[src/rtl/gpio_regbank_pkg.sv]
package gpio_regbank_pkg;

  localparam int NUM_REGS   = 17;
  localparam int NUM_GROUPS = 8;
  localparam int ALIAS_REGS = 3;
  localparam logic [1:0] SIZE_HALF = 2'b01;

  typedef enum logic [1:0] {
    OP_WRITE  = 2'd0,
    OP_CLEAR  = 2'd1,
    OP_SET    = 2'd2,
    OP_TOGGLE = 2'd3
  } alias_op_e;

  typedef enum logic [2:0] {
    GRP_DATA  = 3'd0,
    GRP_MASKA = 3'd1,
    GRP_MASKB = 3'd2,
    GRP_DIR   = 3'd3,
    GRP_POLAR = 3'd4,
    GRP_EDGE  = 3'd5,
    GRP_BOTH  = 3'd6,
    GRP_INEN  = 3'd7
  } reg_grp_e;

  typedef struct packed {
    logic      legal;
    logic      bad;
    logic      wr;
    reg_grp_e  grp;
    alias_op_e op;
  } acc_dec_t;

endpackage

[src/rtl/gpio_addr_decode.sv]
module gpio_addr_decode
  import gpio_regbank_pkg::*;
#(
  parameter int ADDR_W = 7
) (
  input  logic              sel,
  input  logic              we,
  input  logic [ADDR_W-1:0] addr,
  input  logic [1:0]        size,
  output acc_dec_t          dec
);

  localparam int IDX_W = ADDR_W - 2;
  localparam int ALIAS_SPAN = ALIAS_REGS * 4;

  logic [IDX_W-1:0] idx;
  logic             aligned;
  logic             in_map;
  logic             size_ok;

  assign idx     = addr[ADDR_W-1:2];
  assign aligned = (addr[1:0] == 2'b00);
  assign in_map  = (idx < IDX_W'(NUM_REGS));
  assign size_ok = (size == SIZE_HALF);

  always_comb begin
    dec       = '0;
    dec.legal = sel & aligned & in_map & size_ok;
    dec.bad   = sel & ~(aligned & in_map & size_ok);
    dec.wr    = we;
    if (idx < IDX_W'(ALIAS_SPAN)) begin
      dec.grp = reg_grp_e'({1'b0, idx[3:2]});
      dec.op  = alias_op_e'(idx[1:0]);
    end else begin
      dec.grp = reg_grp_e'(3'(idx - IDX_W'(ALIAS_SPAN - ALIAS_REGS)));
      dec.op  = OP_WRITE;
    end
  end

endmodule

[src/rtl/gpio_alias_reg.sv]
module gpio_alias_reg
  import gpio_regbank_pkg::*;
#(
  parameter int DW = 16
) (
  input  logic          clk,
  input  logic          rst_n,
  input  logic          wr_en,
  input  alias_op_e     op,
  input  logic [DW-1:0] wdata,
  input  logic [DW-1:0] pin_en,
  input  logic [DW-1:0] pin_val,
  output logic [DW-1:0] q
);

  logic [DW-1:0] bus_res;
  logic [DW-1:0] touch;
  logic [DW-1:0] pin_base;
  logic [DW-1:0] q_nxt;
  logic          q_en;

  always_comb begin
    bus_res = q;
    touch   = '0;
    if (wr_en) begin
      unique case (op)
        OP_WRITE:  begin bus_res = wdata;      touch = '1;    end
        OP_CLEAR:  begin bus_res = q & ~wdata; touch = wdata; end
        OP_SET:    begin bus_res = q | wdata;  touch = wdata; end
        OP_TOGGLE: begin bus_res = q ^ wdata;  touch = wdata; end
        default:   begin bus_res = q;          touch = '0;    end
      endcase
    end
    pin_base = (q & ~pin_en) | (pin_val & pin_en);
    q_nxt    = (bus_res & touch) | (pin_base & ~touch);
    q_en     = wr_en | (|pin_en);
  end

  always_ff @(posedge clk or negedge rst_n) begin
    if (!rst_n) q <= '0;
    else if (q_en) q <= q_nxt;
  end

endmodule

[src/rtl/gpio_plain_reg.sv]
module gpio_plain_reg #(
  parameter int DW = 16
) (
  input  logic          clk,
  input  logic          rst_n,
  input  logic          wr_en,
  input  logic [DW-1:0] wdata,
  output logic [DW-1:0] q
);

  always_ff @(posedge clk or negedge rst_n) begin
    if (!rst_n) q <= '0;
    else if (wr_en) q <= wdata;
  end

endmodule

[src/rtl/gpio_read_mux.sv]
module gpio_read_mux
  import gpio_regbank_pkg::*;
#(
  parameter int DW = 16
) (
  input  acc_dec_t                      dec,
  input  logic [NUM_GROUPS-1:0][DW-1:0] bank,
  output logic [DW-1:0]                 rd_nxt,
  output logic                          err_nxt
);

  always_comb begin
    rd_nxt  = '0;
    err_nxt = dec.bad;
    if (dec.legal && !dec.wr) rd_nxt = bank[dec.grp];
  end

endmodule

[src/rtl/gpio_regbank.sv]
module gpio_regbank
  import gpio_regbank_pkg::*;
#(
  parameter int DATA_W = 16,
  parameter int ADDR_W = 7
) (
  input  logic              clk,
  input  logic              rst_n,
  input  logic              bus_sel,
  input  logic              bus_we,
  input  logic [ADDR_W-1:0] bus_addr,
  input  logic [1:0]        bus_size,
  input  logic [DATA_W-1:0] bus_wdata,
  output logic [DATA_W-1:0] bus_rdata,
  output logic              bus_err,
  input  logic [DATA_W-1:0] pin_upd_en,
  input  logic [DATA_W-1:0] pin_upd_val,
  output logic [DATA_W-1:0] data_o,
  output logic [DATA_W-1:0] mask_a_o,
  output logic [DATA_W-1:0] mask_b_o,
  output logic [DATA_W-1:0] dir_o,
  output logic [DATA_W-1:0] polar_o,
  output logic [DATA_W-1:0] edge_o,
  output logic [DATA_W-1:0] both_o,
  output logic [DATA_W-1:0] inen_o
);

  logic [1:0] rst_sync;
  logic       rst_core_n;

  always_ff @(posedge clk or negedge rst_n) begin
    if (!rst_n) rst_sync <= 2'b00;
    else        rst_sync <= {rst_sync[0], 1'b1};
  end
  assign rst_core_n = rst_sync[1];

  acc_dec_t dec;

  gpio_addr_decode #(.ADDR_W(ADDR_W)) u_dec (
    .sel  (bus_sel),
    .we   (bus_we),
    .addr (bus_addr),
    .size (bus_size),
    .dec  (dec)
  );

  logic [NUM_GROUPS-1:0][DATA_W-1:0] bank;
  logic [NUM_GROUPS-1:0]             grp_wr;
  logic [DATA_W-1:0]                 pin_eff;

  always_comb begin
    grp_wr = '0;
    if (dec.legal && dec.wr) grp_wr[dec.grp] = 1'b1;
  end

  assign pin_eff = pin_upd_en & ~bank[GRP_DIR] & bank[GRP_INEN];

  for (genvar g = 0; g < NUM_GROUPS; g++) begin : g_reg
    if (g < ALIAS_REGS) begin : g_alias
      logic [DATA_W-1:0] en_g;
      logic [DATA_W-1:0] val_g;
      if (g == GRP_DATA) begin : g_pin
        assign en_g  = pin_eff;
        assign val_g = pin_upd_val;
      end else begin : g_nopin
        assign en_g  = '0;
        assign val_g = '0;
      end
      gpio_alias_reg #(.DW(DATA_W)) u_reg (
        .clk     (clk),
        .rst_n   (rst_core_n),
        .wr_en   (grp_wr[g]),
        .op      (dec.op),
        .wdata   (bus_wdata),
        .pin_en  (en_g),
        .pin_val (val_g),
        .q       (bank[g])
      );
    end else begin : g_plain
      gpio_plain_reg #(.DW(DATA_W)) u_reg (
        .clk   (clk),
        .rst_n (rst_core_n),
        .wr_en (grp_wr[g]),
        .wdata (bus_wdata),
        .q     (bank[g])
      );
    end
  end

  logic [DATA_W-1:0] rd_nxt;
  logic              err_nxt;

  gpio_read_mux #(.DW(DATA_W)) u_rmux (
    .dec     (dec),
    .bank    (bank),
    .rd_nxt  (rd_nxt),
    .err_nxt (err_nxt)
  );

  always_ff @(posedge clk or negedge rst_core_n) begin
    if (!rst_core_n) begin
      bus_rdata <= '0;
      bus_err   <= 1'b0;
    end else begin
      bus_rdata <= rd_nxt;
      bus_err   <= err_nxt;
    end
  end

  assign data_o   = bank[GRP_DATA];
  assign mask_a_o = bank[GRP_MASKA];
  assign mask_b_o = bank[GRP_MASKB];
  assign dir_o    = bank[GRP_DIR];
  assign polar_o  = bank[GRP_POLAR];
  assign edge_o   = bank[GRP_EDGE];
  assign both_o   = bank[GRP_BOTH];
  assign inen_o   = bank[GRP_INEN];

endmodule

[config.mk]
export PLATFORM = sky130hd
export DESIGN_NAME = gpio_regbank
export DESIGN_NICKNAME = d
export VERILOG_FILES = /design/src/rtl/gpio_regbank_pkg.sv /design/src/rtl/gpio_addr_decode.sv /design/src/rtl/gpio_alias_reg.sv /design/src/rtl/gpio_plain_reg.sv /design/src/rtl/gpio_read_mux.sv /design/src/rtl/gpio_regbank.sv
export SDC_FILE = /design/constraint.sdc
export NUM_CORES = 1
export LEC_CHECK = 0
export ABC_AREA = 1
export CAP_MARGIN = 20
export CORE_MARGIN = 5
export CORE_UTILIZATION = 55
export CTS_BUF_LIST = sky130_fd_sc_hd__clkbuf_8
export DETAILED_ROUTE_END_ITERATION = 8
export PLACE_DENSITY = 0.84
export SYNTH_ARGS = -nofsm -noshare
export SYNTH_HDL_FRONTEND = slang
export SYNTH_SLANG_ARGS = --single-unit
[constraint.sdc]
create_clock -name clk -period 7.95 [get_ports clk]
set_clock_uncertainty 0.1 [all_clocks]
set_input_delay 1.59 -clock clk [delete_from_list [all_inputs] [get_ports clk]]
set_output_delay 1.59 -clock clk [all_outputs]
set_load 0.02 [all_outputs]
==> metrics <==
status=finished clean; Synth Register Bits=147; drt pass-1 iters=5; Yosys top cell area share=35.5%; largest net degree at the start of global routing=82; worst slew pin tran=955 ps; Total GRT Usage=29.3%; Die Wd=147 µm; Mapped Cells=1,447; chip height=147 µm; Antenna Nets Post-Route=0; Max Fanout on Critical Path=32; first-pass GRT wire length=51,300 µm; post-route setup TNS=0 ps; final wirelength=32,200 µm; GR Overflow Total=0; Syn Nets=1,605; Resized Gates After CTS=0; Worst EP arrival=4730 ps; initial antenna violation count=0; Final min period=4500 ps; die area=21,700 µm²; fin. max-slew vios=0; sequential share of the synthesized area=35.5%; final hold viol count=0; Post-route DRC=0; Root Driver=clkbuf_8; CP Cell Sequence=clkdlybuf4s50_1, inv_1, ha_1, nand2_1, nand2_1, nand2_2, inv_1, nor3_4, nand2_2, nand2_1, o21ai_2; IO buf count=205; area of the multi-input gates=5570 µm²; fin crit share=56.6%; row count=50; most frequent cell after synthesis=nand2_1; Synth Flop Type=dfrtp_1; top cells by count, synth=nand2_1 (560), inv_1 (183), dfrtp_1 (147); RSZ-0062 raised after global routing=false; Vias=10.4k; # hold bufs at CTS=0; HPWL after DPL=22,800 µm; Area Growth Syn to Fin=23.6%; CORE AREA=18,600 µm²; Num CTS Buffers=17; CTS tree=yes; Pwr Total=1930 µW; P_leak=0.00612 µW; Clock transition at path regs=80 ps; P per Cell Area=151 nW/µm²; Synth cell types=34; Finish-stage setup viols=0; Initial Util=55.6%; CTS Sinks=147; Mapped Area=10,400 µm²; WP buf/inv=3; Max Freq=222 MHz; Worst-Skew Late Latency=470 ps; Reg area=3680 µm²; Vias/cell=5.56; Slew HR=36.2%; CP top delay family=simple AND/OR/NAND/NOR gates; drt wl/cell=17.3 µm; boundary pin count=206; Post-synth ARST share=100%; critical path launch point type=input port; # Post-CTS Setup Buffers=0; WP data required=8180 ps; cell accounting for the most synthesized area=dfrtp_1; Post-synth EDFFs=0; max cap viols=0; vias in the first global route=9,657; routability cong.=0.908; placed insts=1,830; WS Path Type=input port to flop; largest cells by area after synthesis=dfrtp_1 (36%), nand2_1 (20%), ha_1 (12%), inv_1 (6.6%), nand3_1 (6.4%); 1st-iter DRT viols=1,106; CTS H-tree depth=4; flop-to-flop setup slack=5940 ps; hold crit path type=flop to flop; share of cells above drive strength 1=5.52%; Max VDD drop=0.110 mV; CP peak stage delay=580 ps; crit path max-delay cell type=clkdlybuf4s50_1; Worst setup EP type=flop; fillers=1,544; Finished Layout Cells=1,863; synthesized area per cell=7.16 µm²; Max Buffers Root-to-Sink=2; antenna fix cells=0; Warnings, synthesis=0; Critical Path Most Common Cell=nand2_1; final net count=1,774
power breakdown:
part	internal (µW)	switching [µW]	leakage, µW
registers	779	36.9	0.00203
logic	172	289	0.00387
clock network	339	313	0.000222
total	1290	639	0.00612
cell usage in the layout (no fill, tap or decap), drive strengths merged, types with 2 or more instances in the layout:
cell / instances
nand2: 587
clkdlybuf4s50: 205
inv: 191
dfrtp: 147
nand3: 135
o21ai: 118
ha: 97
nor2: 48
nand3b: 17
clkbuf: 17
o211ai: 14
nand4: 11
buf: 10
a21oi: 8
o2111ai: 6
nor3: 5
bufinv: 4
clkinv: 3
a31oi: 2
clkinvlp: 2
logic make-up after synthesis:
logic type / synth area share, %
adders and majority gates: 11.7
buffers and inverters: 10.8
other: 0.0362
DFF: 35.5
AOI/OAI and AO/OA: 8.09
and+or+nand+nor: 33.9
worst reg2reg max path, cell delays in order (launching register included):
cell and delay (ps):
dfrtp_4 400, buf_4 460, buf_16 320, buf_4 740
layer usage:
metal	wire length (µm)	vias up	track usage, %
li1	-	4888	-
met1	13600	4824	41.8
met2	14300	568	44.1
met3	3260	79	7.13
met4	973	0	9.65
met5	0	-	0
through the flow:
step | util, % | area (µm²) | hold slack (ps) | worst slack, ps
5_1_grt | 68.7 | 12800 | 279 | 3220
2_1_floorplan | - | 10400 | 231 | 3450
4_1_cts | 68.6 | 12800 | 272 | 3530
3_3_place_gp | 66.3 | 12400 | 235 | 3210
3_5_place_dp | 66.3 | 12400 | 252 | 3050
6_report | 68.7 | 12800 | 271 | 3450
final timing paths:
| path | from | cells past startpoint | end |
|---|---|---|---|
| min in group asynchronous | rst_sync[1] | 1 | async pin |
| max in group asynchronous | rst_sync[1] | 3 | g_reg[3].g_plain.u_reg.q[13] |
| setup / recovery | bus_addr[2] | 11 | g_reg[3].g_plain.u_reg.q[9] |
| hold reg to reg | rst_sync[0] | 0 | rst_sync[1] |
| setup reg to reg | rst_sync[1] | 3 | g_reg[3].g_plain.u_reg.q[13] |
| hold / removal | rst_sync[0] | 0 | rst_sync[1] |
layout make-up:
| cell class | instances | share of cell area, % |
|---|---|---|
| Multi-Input combinational cell | 1050 | 43.5 |
| Sequential cell | 147 | 28.8 |
| Timing Repair Buffer | 215 | 16.8 |
| Inverter | 185 | 5.42 |
| Tap cell | 234 | 2.29 |
| Clock buffer | 17 | 1.83 |
| Clock inverter | 15 | 1.48 |
Note: power is estimated with default switching activity, not from simulation.
